[src/rtl/xbus_pkg.sv]
package xbus_pkg;

    localparam int CFG_W = 32;

    typedef enum logic [2:0] {
        ST_IDLE,
        ST_RECOV,
        ST_SETUP,
        ST_LAT,
        ST_LEAD,
        ST_STRB,
        ST_HOLD
    } xbus_state_e;

    typedef struct packed {
        logic [3:0] recov;
        logic [3:0] wr_hold;
        logic [7:0] wr_delta;
        logic [7:0] rd_delta;
        logic [3:0] wr_wait;
        logic [3:0] rd_wait;
        logic [3:0] rd_lead;
        logic [1:0] adv_oe;
        logic       addr_hold;
    } xbus_tim_t;

    function automatic xbus_tim_t xbus_decode(input logic [CFG_W-1:0] s,
                                              input logic [CFG_W-1:0] f);
        xbus_tim_t t;
        t.recov     = s[31:28];
        t.wr_hold   = s[27:24];
        t.wr_delta  = s[23:16];
        t.rd_delta  = s[15:8];
        t.wr_wait   = s[7:4];
        t.rd_wait   = s[3:0];
        t.rd_lead   = f[27:24];
        t.adv_oe    = f[17:16];
        t.addr_hold = f[5];
        return t;
    endfunction

endpackage

[src/rtl/xbus_cfg_sel.sv]
module xbus_cfg_sel
    import xbus_pkg::*;
#(
    parameter int NCS = 6,
    parameter int CSW = 3
) (
    input  logic [CSW-1:0]       sel_i,
    input  logic [NCS*CFG_W-1:0] slow_i,
    input  logic [NCS*CFG_W-1:0] fast_i,
    output xbus_tim_t            tim_o
);

    xbus_tim_t tim_a [NCS];

    for (genvar g = 0; g < NCS; g++) begin : g_dec
        logic [CFG_W-1:0] fw;
        logic             unused_fast_bits;
        assign fw = fast_i[g*CFG_W +: CFG_W];
        assign tim_a[g] = xbus_decode(slow_i[g*CFG_W +: CFG_W], fw);
        assign unused_fast_bits = ^{fw[31:28], fw[23:18], fw[15:6], fw[4:0]};
    end

    always_comb begin
        tim_o = tim_a[0];
        for (int i = 1; i < NCS; i++) begin
            if (sel_i == CSW'(i)) tim_o = tim_a[i];
        end
    end

endmodule

[src/rtl/xbus_seq.sv]
module xbus_seq
    import xbus_pkg::*;
#(
    parameter int NCS    = 6,
    parameter int CSW    = 3,
    parameter int AW     = 24,
    parameter int DW     = 16,
    parameter int PAGE_W = 4,
    parameter int CNT_W  = 8
) (
    input  logic          clk_i,
    input  logic          rst_ni,
    input  logic          req_valid_i,
    input  logic          req_we_i,
    input  logic [CSW-1:0] req_cs_i,
    input  logic [AW-1:0] req_addr_i,
    input  logic [DW-1:0] req_wdata_i,
    input  logic [NCS-1:0] cs_en_i,
    input  xbus_tim_t     tim_i,
    input  logic [DW-1:0] mem_rdata_i,
    output xbus_state_e   state_o,
    output logic [CSW-1:0] cs_o,
    output logic          we_o,
    output logic [AW-1:0] addr_o,
    output logic [DW-1:0] wdata_o,
    output logic          post_adv_o,
    output logic          rsp_valid_o,
    output logic [DW-1:0] rsp_rdata_o
);

    localparam int PGW = AW - PAGE_W;

    xbus_state_e    state_q, state_d;
    logic [CNT_W-1:0] cnt_q, cnt_d;
    logic           first_q, last_rd_q, seen_q;
    logic [PGW-1:0] last_page_q;
    logic           req_en, go, need_rec, first_new;
    logic [7:0]     delta;
    logic [3:0]     lead;

    always_comb begin
        req_en = 1'b0;
        for (int i = 0; i < NCS; i++) begin
            if (req_cs_i == CSW'(i) && cs_en_i[i]) req_en = 1'b1;
        end
    end

    assign go        = req_valid_i && (state_q == ST_IDLE) && req_en;
    assign need_rec  = last_rd_q && ((req_cs_i != cs_o) || req_we_i);
    assign first_new = !seen_q || (req_cs_i != cs_o) ||
                       (req_addr_i[AW-1:PAGE_W] != last_page_q);
    assign delta     = first_q ? (we_o ? tim_i.wr_delta : tim_i.rd_delta) : 8'd0;
    assign lead      = (tim_i.rd_lead > {2'b00, tim_i.adv_oe}) ? tim_i.rd_lead
                                                               : {2'b00, tim_i.adv_oe};

    // next state and count
    always_comb begin
        state_d = state_q;
        cnt_d   = (cnt_q != '0) ? cnt_q - 1'b1 : cnt_q;
        unique case (state_q)
            ST_IDLE: begin
                if (go) begin
                    if (need_rec) begin
                        state_d = ST_RECOV;
                        cnt_d   = CNT_W'(tim_i.recov);
                    end else begin
                        state_d = ST_SETUP;
                    end
                end
            end
            ST_RECOV: if (cnt_q == '0) state_d = ST_SETUP;
            ST_SETUP, ST_LAT: begin
                if (state_q == ST_SETUP && delta != 8'd0) begin
                    state_d = ST_LAT;
                    cnt_d   = CNT_W'(delta - 8'd1);
                end else if (state_q == ST_SETUP || cnt_q == '0) begin
                    if (!we_o && lead != 4'd0) begin
                        state_d = ST_LEAD;
                        cnt_d   = CNT_W'(lead - 4'd1);
                    end else begin
                        state_d = ST_STRB;
                        cnt_d   = CNT_W'(we_o ? tim_i.wr_wait : tim_i.rd_wait);
                    end
                end
            end
            ST_LEAD: begin
                if (cnt_q == '0) begin
                    state_d = ST_STRB;
                    cnt_d   = CNT_W'(tim_i.rd_wait);
                end
            end
            ST_STRB: begin
                if (cnt_q == '0) begin
                    if (we_o && tim_i.wr_hold != 4'd0) begin
                        state_d = ST_HOLD;
                        cnt_d   = CNT_W'(tim_i.wr_hold - 4'd1);
                    end else begin
                        state_d = ST_IDLE;
                    end
                end
            end
            ST_HOLD: if (cnt_q == '0) state_d = ST_IDLE;
            default: state_d = ST_IDLE;
        endcase
    end

    // state register
    always_ff @(posedge clk_i or negedge rst_ni) begin
        if (!rst_ni) begin
            state_q <= ST_IDLE;
            cnt_q   <= '0;
        end else begin
            state_q <= state_d;
            cnt_q   <= cnt_d;
        end
    end

    // request capture, history and read capture
    always_ff @(posedge clk_i or negedge rst_ni) begin
        if (!rst_ni) begin
            cs_o        <= '0;
            we_o        <= 1'b0;
            addr_o      <= '0;
            wdata_o     <= '0;
            first_q     <= 1'b0;
            last_rd_q   <= 1'b0;
            seen_q      <= 1'b0;
            last_page_q <= '0;
            post_adv_o  <= 1'b0;
            rsp_valid_o <= 1'b0;
            rsp_rdata_o <= '0;
        end else begin
            if (go) begin
                cs_o        <= req_cs_i;
                we_o        <= req_we_i;
                addr_o      <= req_addr_i;
                wdata_o     <= req_wdata_i;
                first_q     <= first_new;
                last_rd_q   <= !req_we_i;
                seen_q      <= 1'b1;
                last_page_q <= req_addr_i[AW-1:PAGE_W];
            end
            post_adv_o  <= (state_q == ST_SETUP);
            rsp_valid_o <= (state_q == ST_STRB) && !we_o && (cnt_q == '0);
            if ((state_q == ST_STRB) && !we_o && (cnt_q == '0))
                rsp_rdata_o <= mem_rdata_i;
        end
    end

    assign state_o = state_q;

endmodule

[src/rtl/xbus_ctrl.sv]
module xbus_ctrl
    import xbus_pkg::*;
#(
    parameter int NCS    = 6,
    parameter int AW     = 24,
    parameter int DW     = 16,
    parameter int PAGE_W = 4,
    localparam int CSW   = (NCS > 1) ? $clog2(NCS) : 1
) (
    input  logic               clk_i,
    input  logic               rst_ni,
    input  logic               req_valid_i,
    output logic               req_ready_o,
    input  logic               req_we_i,
    input  logic [CSW-1:0]     req_cs_i,
    input  logic [AW-1:0]      req_addr_i,
    input  logic [DW-1:0]      req_wdata_i,
    output logic               rsp_valid_o,
    output logic [DW-1:0]      rsp_rdata_o,
    input  logic [NCS-1:0]     cs_en_i,
    input  logic [NCS*32-1:0]  slow_cfg_i,
    input  logic [NCS*32-1:0]  fast_cfg_i,
    output logic [NCS-1:0]     mem_cs_no,
    output logic               mem_oe_no,
    output logic               mem_we_no,
    output logic               mem_adv_no,
    output logic [AW-1:0]      mem_addr_o,
    output logic [DW-1:0]      mem_wdata_o,
    output logic               mem_wdata_oe_o,
    input  logic [DW-1:0]      mem_rdata_i
);

    xbus_state_e    state;
    logic [CSW-1:0] cs_q;
    logic           we_q, post_adv;
    logic [AW-1:0]  addr_q;
    logic [DW-1:0]  wdata_q;
    xbus_tim_t      tim;
    logic           busy;

    xbus_cfg_sel #(.NCS(NCS), .CSW(CSW)) u_cfg (
        .sel_i  (cs_q),
        .slow_i (slow_cfg_i),
        .fast_i (fast_cfg_i),
        .tim_o  (tim)
    );

    xbus_seq #(.NCS(NCS), .CSW(CSW), .AW(AW), .DW(DW), .PAGE_W(PAGE_W)) u_seq (
        .clk_i       (clk_i),
        .rst_ni      (rst_ni),
        .req_valid_i (req_valid_i),
        .req_we_i    (req_we_i),
        .req_cs_i    (req_cs_i),
        .req_addr_i  (req_addr_i),
        .req_wdata_i (req_wdata_i),
        .cs_en_i     (cs_en_i),
        .tim_i       (tim),
        .mem_rdata_i (mem_rdata_i),
        .state_o     (state),
        .cs_o        (cs_q),
        .we_o        (we_q),
        .addr_o      (addr_q),
        .wdata_o     (wdata_q),
        .post_adv_o  (post_adv),
        .rsp_valid_o (rsp_valid_o),
        .rsp_rdata_o (rsp_rdata_o)
    );

    // output decode
    always_comb begin
        busy = (state != ST_IDLE) && (state != ST_RECOV);
        for (int i = 0; i < NCS; i++) begin
            mem_cs_no[i] = !(busy && (cs_q == CSW'(i)));
        end
        req_ready_o    = (state == ST_IDLE);
        mem_adv_no     = (state != ST_SETUP);
        mem_oe_no      = !((state == ST_STRB) && !we_q);
        mem_we_no      = !((state == ST_STRB) && we_q);
        mem_wdata_oe_o = we_q && ((state == ST_STRB) || (state == ST_HOLD));
        mem_wdata_o    = mem_wdata_oe_o ? wdata_q : '0;
        mem_addr_o     = ((state == ST_SETUP) || (post_adv && tim.addr_hold)) ? addr_q : '0;
    end

endmodule

[config.mk]
export PLATFORM = sky130hd
export DESIGN_NAME = xbus_ctrl
export DESIGN_NICKNAME = d
export VERILOG_FILES = /design/src/rtl/xbus_pkg.sv /design/src/rtl/xbus_cfg_sel.sv /design/src/rtl/xbus_seq.sv /design/src/rtl/xbus_ctrl.sv
export SDC_FILE = /design/constraint.sdc
export NUM_CORES = 1
export LEC_CHECK = 0
export BUFFER_PORTS_ARGS = -buffer_cell sky130_fd_sc_hd__buf_2
export CAP_MARGIN = 20
export CORE_AREA = 2 2 202 204
export DETAILED_ROUTE_END_ITERATION = 6
export DIE_AREA = 0 0 204 206
export GPL_TIMING_DRIVEN = 0
export PLACE_DENSITY = 0.44
export SYNTH_ARGS = -nofsm -noshare
export SYNTH_HDL_FRONTEND = slang
export SYNTH_SLANG_ARGS = --single-unit
[constraint.sdc]
create_clock -name clk_i -period 3.65 [get_ports clk_i]
set_input_delay 0.5475 -clock clk_i [delete_from_list [all_inputs] [get_ports clk_i]]
set_output_delay 0.5475 -clock clk_i [all_outputs]
set_load 0.005 [all_outputs]
==> impl_metrics.toml, run 1 <==
[sta]
tightest_slew_ns = 0.842
fmax_mhz = 254
hold_viol = 0
rsz0062_at_grt = "yes"
skew_ns = 0.00916
post-route-period-util_pct = 108
layout_setup_ws_ns = -0.280
slew_headroom_pct = 43.7
period_needed_ns = 3.93
final_max_slew_viol_count = 0
setup_viol = 8

[layout]
layout_commonest_cell = "buf_2"
drive_gt1_share_pct = 48.4
mostFrequentLayoutCells = "378 x buf_2, 77 x mux2_2, 76 x dfrtp_1, 59 x nand2_1, 55 x mux2i_1"
layout.filler_cells = 4434
design_area_sq_um = 10900
area_growth_syn_to_layout_pct = 49.4
nNetsFinal = 1705

[global_route]
antenna_found_initial = 24
grt_overflow_total = 0
grt_usage_pct = 18.4
grt_max_degree = 56
grt_pass1_wl_mm = 56.8
grt_pass1_vias = 8644

[power_and_ir_drop]
pwr-share-comb_pct = 52.2
switchingPower_w = 0.00169
intPower_w = 0.00258
pwr-share-clk_pct = 23.7
p_seq_share_pct = 24.1
swShare_pct = 39.6
vdd_ir_drop_max_v = 0.000246
power_density_nw_per_um2 = 390
leakagePower_nw = 5.10

[placement]
dp_hpwl_mm = 32.9
place_ws_ns = -1.18
dpl_cell_area_sq_um = 9900
gp_congestion = 0.923
port_buffers = 370

[synthesis]
synth-edff-count = 0
seq_area_frac_synth_pct = 26.0
yosysWarnings = 0
synth_ff_type = "dfrtp_1"
synth_area_sq_um = 7320
synthArstFlopShare_pct = 100
syn_nets = 1279
ys_types = 81
syn_inst = 816
yosys_register_bits = 76
synth.avg_cell_area_sq_um = 8.98

[clock_network]
cts_tree = "done"
clk_latency_ns = 0.34
ctsHoldBuffers = 0
clockBufferDepth = 2
cts-root-buf = "clkbuf_16"
htree_levels = 3
numCtsBuffers = 9
clock-sinks = 76
path_clk_slew_ns = 0.07

[worst_setup_path]
crit_arrival_ns = 4.15
critPathBufInv = 5
critPathMaxStageDelay_ns = 0.42
cp.required_ns = 3.87
rr_worst_depth = 19
r2r_slack_ns = -0.28
start_kind = "flip-flop"
cp_cell_sequence = "buf_6, buf_12, buf_12, mux4_2, nand2_2, o21ai_2, inv_2, ha_4, nor2b_4, o21ai_2, nand4_1, buf_4, a21oi_4, ha_4, a41oi_4, or3_1, a31oi_1, nor3_1, o32a_1"
crit_fanout = 10
worst_setup_path_end_kind = "flip-flop"
reg2reg_to = "u_seq.cnt_q[1]$_DFF_PN0_"
r2r-start = "u_seq.cs_o[2]$_DFFE_PN0P_"
path_class = "reg -> reg"
path_delay_family = "compound AO/OA/AOI/OAI gates"
worst_path_max_delay_cell = "dfrtp_1"

[die]
ios = 521
die_area_sq_um = 42000
die_x_um = 204
core_sq_um = 40200
rows = 74
die_y_um = 206
start_util_pct = 18.2

[route]
post_drt_wl_per_cell_um = 22.4
vias_per_cell = 4.78
drc_errors = 0
ant_nets = 0
routed_wirelength_mm = 40.0
drt-pass1-iter-count = 5
dr.first_iter.drc_count = 469
vias = 8539

[run]
cap_violations = 0

[hold_path]
hold_path_class = "in -> async"

[outcome]
status = "finished with violations"
violations = "negative setup slack"
## metrics by stage
stage	hold WS (ns)	TNS, ns	power [W]	utilization (%)	std cells
2_1_floorplan	0.252	-0.131	0.00224	-	816
3_3_place_gp	0.453	-27.92	0.00292	24.6	1718
3_5_place_dp	0.459	-27.60	0.00294	24.6	1719
4_1_cts	0.0801	-1.04	0.00425	26.9	1773
5_1_grt	0.0947	-2.45	0.00453	27.2	1780
6_report	0.0934	-1.33	0.00427	27.2	1787
## cell families (layout without fill, tap and decap cells)
logic type               after synthesis  count (layout)  share of synthesized area [%]
AO/OA/AOI/OAI                        213             213                           20.9
XOR/XNOR                              38              38                           4.54
adder cells (fa/ha/maj)               14              14                           2.27
buffers and inverters                 76             507                           5.19
flip-flops                            76              76                           26.0
multiplexers                         151             151                           23.6
other                                  0               8                              0
AND/OR/NAND/NOR                      248             248                           17.5
## sequential cells by signal, indices dropped and copies added, names as in the netlist
register / flops
u_seq.last_page_q: 20
u_seq.addr_o: 4
u_seq.wdata_o: 16
u_seq.we_o: 1
u_seq.first_q: 1
u_seq.post_adv_o: 1
u_seq.seen_q: 1
u_seq.last_rd_q: 1
u_seq.rsp_valid_o: 1
u_seq.cnt_q: 8
u_seq.rsp_rdata_o: 16
u_seq.cs_o: 3
u_seq.state_o: 3
## final cells by class
type | instances | area (sq um) | area share (%)
multi-input cells | 664 | 5230 | 47.8
repair buffers | 419 | 2250 | 20.6
flip-flops and latches | 76 | 1900 | 17.4
well taps | 532 | 666 | 6.08
plain buffers | 55 | 473 | 4.32
clock buffers | 10 | 229 | 2.09
clock inverters | 6 | 96.3 | 0.881
inverters | 17 | 71.3 | 0.652
diodes | 8 | 20.0 | 0.183
## synth_stat cells, drive strengths merged, types with 4 or more instances
library cell	instances	area share, %
clkbuf	21	1.1
mux2	85	13
o211ai	20	2.0
a211oi	6	0.61
dfrtp	76	26
nor2b	10	0.85
o22ai	17	1.5
a22oi	8	0.82
mux2i	58	7.9
a211o	7	0.84
o221a	4	0.61
nand3	11	0.75
or2	4	0.34
xor2	15	1.8
xnor2	23	2.8
or3	5	0.43
nor4	7	0.60
ha	10	1.7
nor3	18	1.5
a2bb2oi	10	1.2
a21oi	26	1.8
buf	38	3.2
and2	46	3.9
maj3	4	0.56
inv	17	0.87
nand2	60	3.1
a221o	7	0.96
o21ai	53	3.7
o31ai	4	0.60
mux4	8	2.5
a221oi	6	0.72
nand2b	9	0.77
nand4	9	0.77
nor2	53	2.8
a31oi	11	1.1
o221ai	8	1.0
## repair_timing
item	in CTS	in global routing
gates cloned	1	0
setup endpoints to repair	42	33
pin swaps	17	12
resized for setup	77	21
setup buffers	39	7
## how the worst max path moves through the flow
stage / startpoint / to / slack [ns] / cells past startpoint
after floorplan: u_seq.cs_o[0]$_DFFE_PN0P_ / u_seq.cnt_q[1]$_DFF_PN0_ / -0.13 / 18
after CTS: u_seq.cs_o[0]$_DFFE_PN0P_ / u_seq.cnt_q[1]$_DFF_PN0_ / -0.14 / 18
after detailed placement: u_seq.cs_o[2]$_DFFE_PN0P_ / u_seq.cnt_q[1]$_DFF_PN0_ / -1.18 / 18
after global placement: u_seq.cs_o[2]$_DFFE_PN0P_ / u_seq.cnt_q[1]$_DFF_PN0_ / -1.13 / 18
after global routing: u_seq.cs_o[2]$_DFFE_PN0P_ / u_seq.cnt_q[6]$_DFF_PN0_ / -0.37 / 20
final: u_seq.cs_o[2]$_DFFE_PN0P_ / u_seq.cnt_q[1]$_DFF_PN0_ / -0.28 / 19
## metal layers
layer,wire (um),track usage [%]
met1,17100,23.2
met2,17600,29.3
met3,4190,6.81
met4,1000,5.46
met5,86,0
## power by group through the flow
stage / Clock [W] / Sequential [W] / Combinational, W
CTS: 0.00106 / 0.00103 / 0.00216
finish: 0.00101 / 0.00103 / 0.00223
floorplan: 0 / 0.00101 / 0.00123
global placement: 0 / 0.00104 / 0.00188
detailed placement: 0 / 0.00104 / 0.00190
global route: 0.00109 / 0.00104 / 0.00241
Power figures use the tool's default switching activity.
==> run 2: changes to the inputs <==
CELL_PAD_IN_SITES_DETAIL_PLACEMENT = 0   (was not set)
CELL_PAD_IN_SITES_GLOBAL_PLACEMENT = 1   (was not set)
PLACE_DENSITY = 0.59   (was 0.44)
==> run 2 against run 1 <==
  * The run still ends with negative setup slack left
  * Power decreased by 0.61%
  * Setup slack got worse by 0.068 ns
  * Die area unchanged
  * Global-route usage increased by 1.0 points
  * Sequential power about the same
  * Highest routed layer unchanged
==> impl_metrics.toml, run 2 (synthesis gave the netlist of run 1 again) <==
[outcome]
status = "finished with violations"
violations = "negative setup slack"

[die]
core_sq_um = 40200
die_area_sq_um = 42000
die_x_um = 204
die_y_um = 206
rows = 74
start_util_pct = 18.2
ios = 521

[layout]
layout_commonest_cell = "buf_2"
area_growth_syn_to_layout_pct = 48.8
regMostFlops = "u_seq.last_page_q"
final_cells = 1786
seq_area_sq_um = 1900
nNetsFinal = 1696
layout.filler_cells = 4421
drive_gt1_share_pct = 48.1
top_regs = "u_seq.last_page_q x20, u_seq.rsp_rdata_o x16, u_seq.wdata_o x16"
mostFrequentLayoutCells = "378 x buf_2, 77 x mux2_2, 75 x dfrtp_1, 59 x nand2_1, 56 x mux2i_1"
largest_reg_flops = 20
multiInputGateArea_sq_um = 5250

[clock_network]
clock-sinks = 76
clk_latency_ns = 0.35
htree_levels = 3
ctsHoldBuffers = 0
numCtsBuffers = 9
cts-root-buf = "clkbuf_16"
path_clk_slew_ns = 0.07
clockBufferDepth = 2
cts_tree = "done"

[global_route]
antenna_found_initial = 27
grt_usage_pct = 19.4
grt_pass1_vias = 8638
grt_overflow_total = 0
grt_max_degree = 51
grt_pass1_wl_mm = 59.3

[placement]
gp_congestion = 0.932
port_buffers = 370
dp_hpwl_mm = 34.9
dp.cells = 1720

[power_and_ir_drop]
pwr-share-comb_pct = 52.8
power_density_nw_per_um2 = 389
leakagePower_nw = 5.05
switchingPower_w = 0.00175
intPower_w = 0.00249
pwr-share-clk_pct = 22.7
p_seq_share_pct = 24.5
swShare_pct = 41.2
vdd_ir_drop_max_v = 0.000192

[route]
drc_errors = 0
post_drt_wl_per_cell_um = 23.6
drt-pass1-iter-count = 5
vias = 8500
vias_per_cell = 4.76
ant_nets = 0
routed_wirelength_mm = 42.1
dr.first_iter.drc_count = 558

[worst_setup_path]
path_class = "reg -> reg"
crit_fanout = 6
start_kind = "flip-flop"
r2r_slack_ns = -0.35
worst_setup_path_end_kind = "flip-flop"
crit_arrival_ns = 4.24
cp.required_ns = 3.89
rr_worst_depth = 24

[sta]
tightest_slew_ns = 0.767
post-route-period-util_pct = 110
setup_tns_ns = -2.61
skew_ns = 0.0104
final_max_slew_viol_count = 0
slew_headroom_pct = 48.5
period_needed_ns = 4.00
rsz0062_at_grt = "yes"
layout_setup_ws_ns = -0.348
setup_viol = 9
hold_viol = 0
fmax_mhz = 250

[run]
cap_violations = 0

[hold_path]
hold_path_class = "in -> async"
==> run 2: repair_timing <==
action                                  CTS  global route
pin swaps                                16            12
resized for setup                        75            23
buffers inserted                         33             3
endpoints found under the setup margin   35            39
==> run 2: worst paths after layout <==
check,startpoint,to
max in group asynchronous,rst_ni,u_seq.cs_o[2]$_DFFE_PN0P_
min,rst_ni,u_seq.wdata_o[7]$_DFFE_PN0P_
min reg2reg,u_seq.seen_q$_DFFE_PN0P_,u_seq.seen_q$_DFFE_PN0P_
max reg2reg,u_seq.cs_o[2]$_DFFE_PN0P_,u_seq.cnt_q[2]$_DFF_PN0_
max,u_seq.cs_o[2]$_DFFE_PN0P_,u_seq.cnt_q[2]$_DFF_PN0_
min in group clk_i,mem_rdata_i[13],u_seq.rsp_rdata_o[13]$_DFFE_PN0P_
==> run 2: final cells by class <==
cell class	instances	area share [%]
tap	532	6.11
inverter	17	0.631
buffer	57	4.42
timing repair buffer	408	20.0
multi-input combinational	664	48.2
clock buffer	9	2.07
sequential	76	17.5
clock inverter	7	0.758
antenna	16	0.367
==> run 2: layer usage <==
| metal | part of all wire, % | track usage [%] | vias up |
|---|---|---|---|
| li1 | - | - | 3924 |
| met4 | 1.5 | 3.36 | 22 |
| met2 | 44 | 31.0 | 406 |
| met1 | 44 | 25.5 | 4085 |
| met5 | 0.33 | 0 | - |
| met3 | 10 | 7.02 | 63 |
==> run 2: worst max-delay path, stage by stage (launching register included) <==
cell	delay, ns
dfrtp_2	0.45
buf_8	0.16
inv_2	0.06
buf_8	0.14
clkbuf_16	0.15
mux2i_4	0.18
o21ai_4	0.17
inv_2	0.08
buf_4	0.14
buf_4	0.12
buf_4	0.12
buf_4	0.12
buf_4	0.12
buf_4	0.11
buf_4	0.12
buf_4	0.12
nor2_1	0.14
a21oi_2	0.09
ha_4	0.20
a41oi_4	0.25
buf_6	0.15
mux2_2	0.32
nor2_1	0.09
nor4_1	0.06
a211o_1	0.23
==> run 2: per-stage QoR <==
| step | power (W) | cell area [sq um] | util [%] | worst slack, ns | hold WS (ns) |
|---|---|---|---|---|---|
| global placement | 0.00297 | 9870 | 24.6 | -1.24 | 0.451 |
| finish | 0.00424 | 10900 | 27.1 | -0.348 | 0.127 |
| floorplan | 0.00224 | 7350 | - | -0.131 | 0.252 |
| CTS | 0.00419 | 10700 | 26.7 | -0.231 | 0.126 |
| global route | 0.00449 | 10900 | 27.0 | -0.505 | 0.141 |
| detailed placement | 0.00298 | 9910 | 24.7 | -1.27 | 0.460 |
==> run 2: power groups by stage <==
stage	clock network (W)	registers [W]	logic, W
after floorplan	0	0.00101	0.00123
after global placement	0	0.00104	0.00193
after detailed placement	0	0.00105	0.00193
after CTS	0.00100	0.00103	0.00216
after global routing	0.00103	0.00105	0.00241
final	0.000964	0.00104	0.00224
==> run 3: changes to the inputs <==
HOLD_SLACK_MARGIN = 0.15   (was not set)
SETUP_SLACK_MARGIN = 0.2   (was not set)
==> run 3 against run 2 <==
  * The flow still finishes with violations (negative setup slack)
  * Non-clock buffer count increased by 5
  * Via count decreased by 0.26%
  * Hold slack improved by 0.29 ns
  * Power increased by 0.14%
  * Clock-buffer cell count increased by 1
  * Cell area increased by 2.2%
  * Combinational power increased by 2%
  * Die area unchanged
  * Maximum frequency increased by 0.38%
  * Clock skew increased by 0.00096 ns
  * Critical endpoint is now u_seq.cnt_q[1]$_DFF_PN0_
==> impl_metrics.toml, run 3 (synthesis gave the netlist of run 1 again) <==
[layout]
utilization_pct = 27.7
largest_reg_flops = 20
nNetsFinal = 1701
area_growth_syn_to_layout_pct = 52.1
mostFrequentLayoutCells = "354 x buf_2, 77 x mux2_2, 76 x dfrtp_1, 59 x nand2_1, 54 x mux2i_1"
top_regs = "u_seq.last_page_q x20, u_seq.rsp_rdata_o x16, u_seq.wdata_o x16"
drive_gt1_share_pct = 50.4
layout_commonest_cell = "buf_2"
final_cells = 1780
regMostFlops = "u_seq.last_page_q"

[route]
drt-pass1-iter-count = 4
ant_nets = 0
routed_wirelength_mm = 41.1
vias_per_cell = 4.76
dr.first_iter.drc_count = 530
drc_errors = 0
post_drt_wl_per_cell_um = 23.1
vias = 8478

[clock_network]
path_clk_slew_ns = 0.08
htree_levels = 3
clk_latency_ns = 0.35
clock-sinks = 76
clockBufferDepth = 2
cts_tree = "done"
cts-root-buf = "clkbuf_16"
numCtsBuffers = 9

[sta]
slew_headroom_pct = 37.7
tightest_slew_ns = 0.927
hold_viol = 0
skew_ns = 0.0114
setup_tns_ns = -2.00
period_needed_ns = 3.98
post-route-period-util_pct = 109
final_max_slew_viol_count = 0
layout_setup_ws_ns = -0.333
holdWs_ns = 0.420
rsz0062_at_grt = "yes"
fmax_mhz = 251
setup_viol = 9

[worst_setup_path]
cp_cell_sequence = "buf_12, buf_12, buf_12, mux4_2, nand2_2, o21ai_4, inv_2, ha_4, nor2b_4, o21ai_2, nand4_1, mux2i_2, ha_2, a41oi_4, or3_1, a31oi_1, nor3_1, o32a_1"
crit_fanout = 8
worst_path_max_delay_cell = "mux4_2"
critPathMaxStageDelay_ns = 0.52
start_kind = "flip-flop"
path_class = "reg -> reg"
cp.required_ns = 3.88
crit_arrival_ns = 4.22
worst_setup_path_end_kind = "flip-flop"
crit_path_frequent_cell = "buf_12"

[global_route]
grt_pass1_wl_mm = 57.5
grt_max_degree = 60
antenna_found_initial = 12
grt_usage_pct = 18.8
grt_overflow_total = 0
grt_pass1_vias = 8640

[power_and_ir_drop]
vdd_ir_drop_max_v = 0.000440
totalPowerFinal_w = 0.00425
leakagePower_nw = 5.13
power_density_nw_per_um2 = 381

[die]
rows = 74
die_x_um = 204
core_sq_um = 40200
die_y_um = 206
ios = 521
start_util_pct = 18.2
die_area_sq_um = 42000

[placement]
dp.cells = 1719
dp_hpwl_mm = 33.4
port_buffers = 370
gp_congestion = 0.885

[outcome]
violations = "negative setup slack"
status = "finished with violations"

[run]
cap_violations = 0

[hold_path]
hold_path_class = "in -> reg"
-- run 3: layer usage --
metal / wire length [um] / vias up / GRT usage (%)
met3: 3850 / 54 / 5.03
met2: 18900 / 440 / 31.8
li1: - / 3921 / -
met4: 928 / 10 / 5.10
met5: 69 / - / 0
met1: 17300 / 4053 / 23.5
-- run 3: cell type report --
type | instances | area [sq um]
diodes | 5 | 12.5
repair buffers | 411 | 2400
inverters | 17 | 63.8
clock inverters | 6 | 53.8
well taps | 532 | 666
multi-input cells | 664 | 5290
clock buffers | 10 | 239
flip-flops and latches | 76 | 1900
plain buffers | 59 | 515
fillers | 4446 | 29000
-- run 3: through the flow --
stage               cell area, sq um  worst slack (ns)
floorplan                       7350            -0.131
global placement                9870             -1.14
detailed placement              9900             -1.13
CTS                            10700            -0.306
global route                   11100            -0.498
finish                         11100            -0.333
-- run 3: what timing repair did --
action	CTS	global route
setup endpoints to repair	36	45
hold endpoints to repair	17	0
resized for setup	75	83
cloned	2	0
pin swaps	12	27
setup buffers	22	15
hold buffers	1	0
-- run 3: critical path: cells and delay by family, from the launching register on --
family	cells	cell delay, ns
adder cells (fa/ha/maj)	2	0.47
AND/OR/NAND/NOR	5	0.83
flip-flops	1	0.37
multiplexers	2	0.85
buffers and inverters	4	0.45
AO/OA/AOI/OAI	5	0.89
-- run 3: worst paths after layout --
check	cells past startpoint	start	end	slack (ns)
setup / recovery	18	u_seq.cs_o[0]$_DFFE_PN0P_	u_seq.cnt_q[1]$_DFF_PN0_	-0.33
setup reg to reg	18	u_seq.cs_o[0]$_DFFE_PN0P_	u_seq.cnt_q[1]$_DFF_PN0_	-0.33
max in group asynchronous	3	rst_ni	u_seq.state_o[2]$_DFFE_PN0P_	2.42
hold reg to reg	1	u_seq.seen_q$_DFFE_PN0P_	u_seq.seen_q$_DFFE_PN0P_	0.47
hold / removal	2	mem_rdata_i[1]	u_seq.rsp_rdata_o[1]$_DFFE_PN0P_	0.42
min in group asynchronous	2	rst_ni	u_seq.rsp_rdata_o[0]$_DFFE_PN0P_	0.60
-- run 3: report_power, final --
| part | internal, W | switching, W | leakage, nW | total [W] |
|---|---|---|---|---|
| clock | 0.000494 | 0.000428 | 0.142 | 0.000922 |
| sequential | 0.000944 | 0.0000856 | 1.03 | 0.00103 |
| combinational | 0.00107 | 0.00123 | 3.95 | 0.00229 |
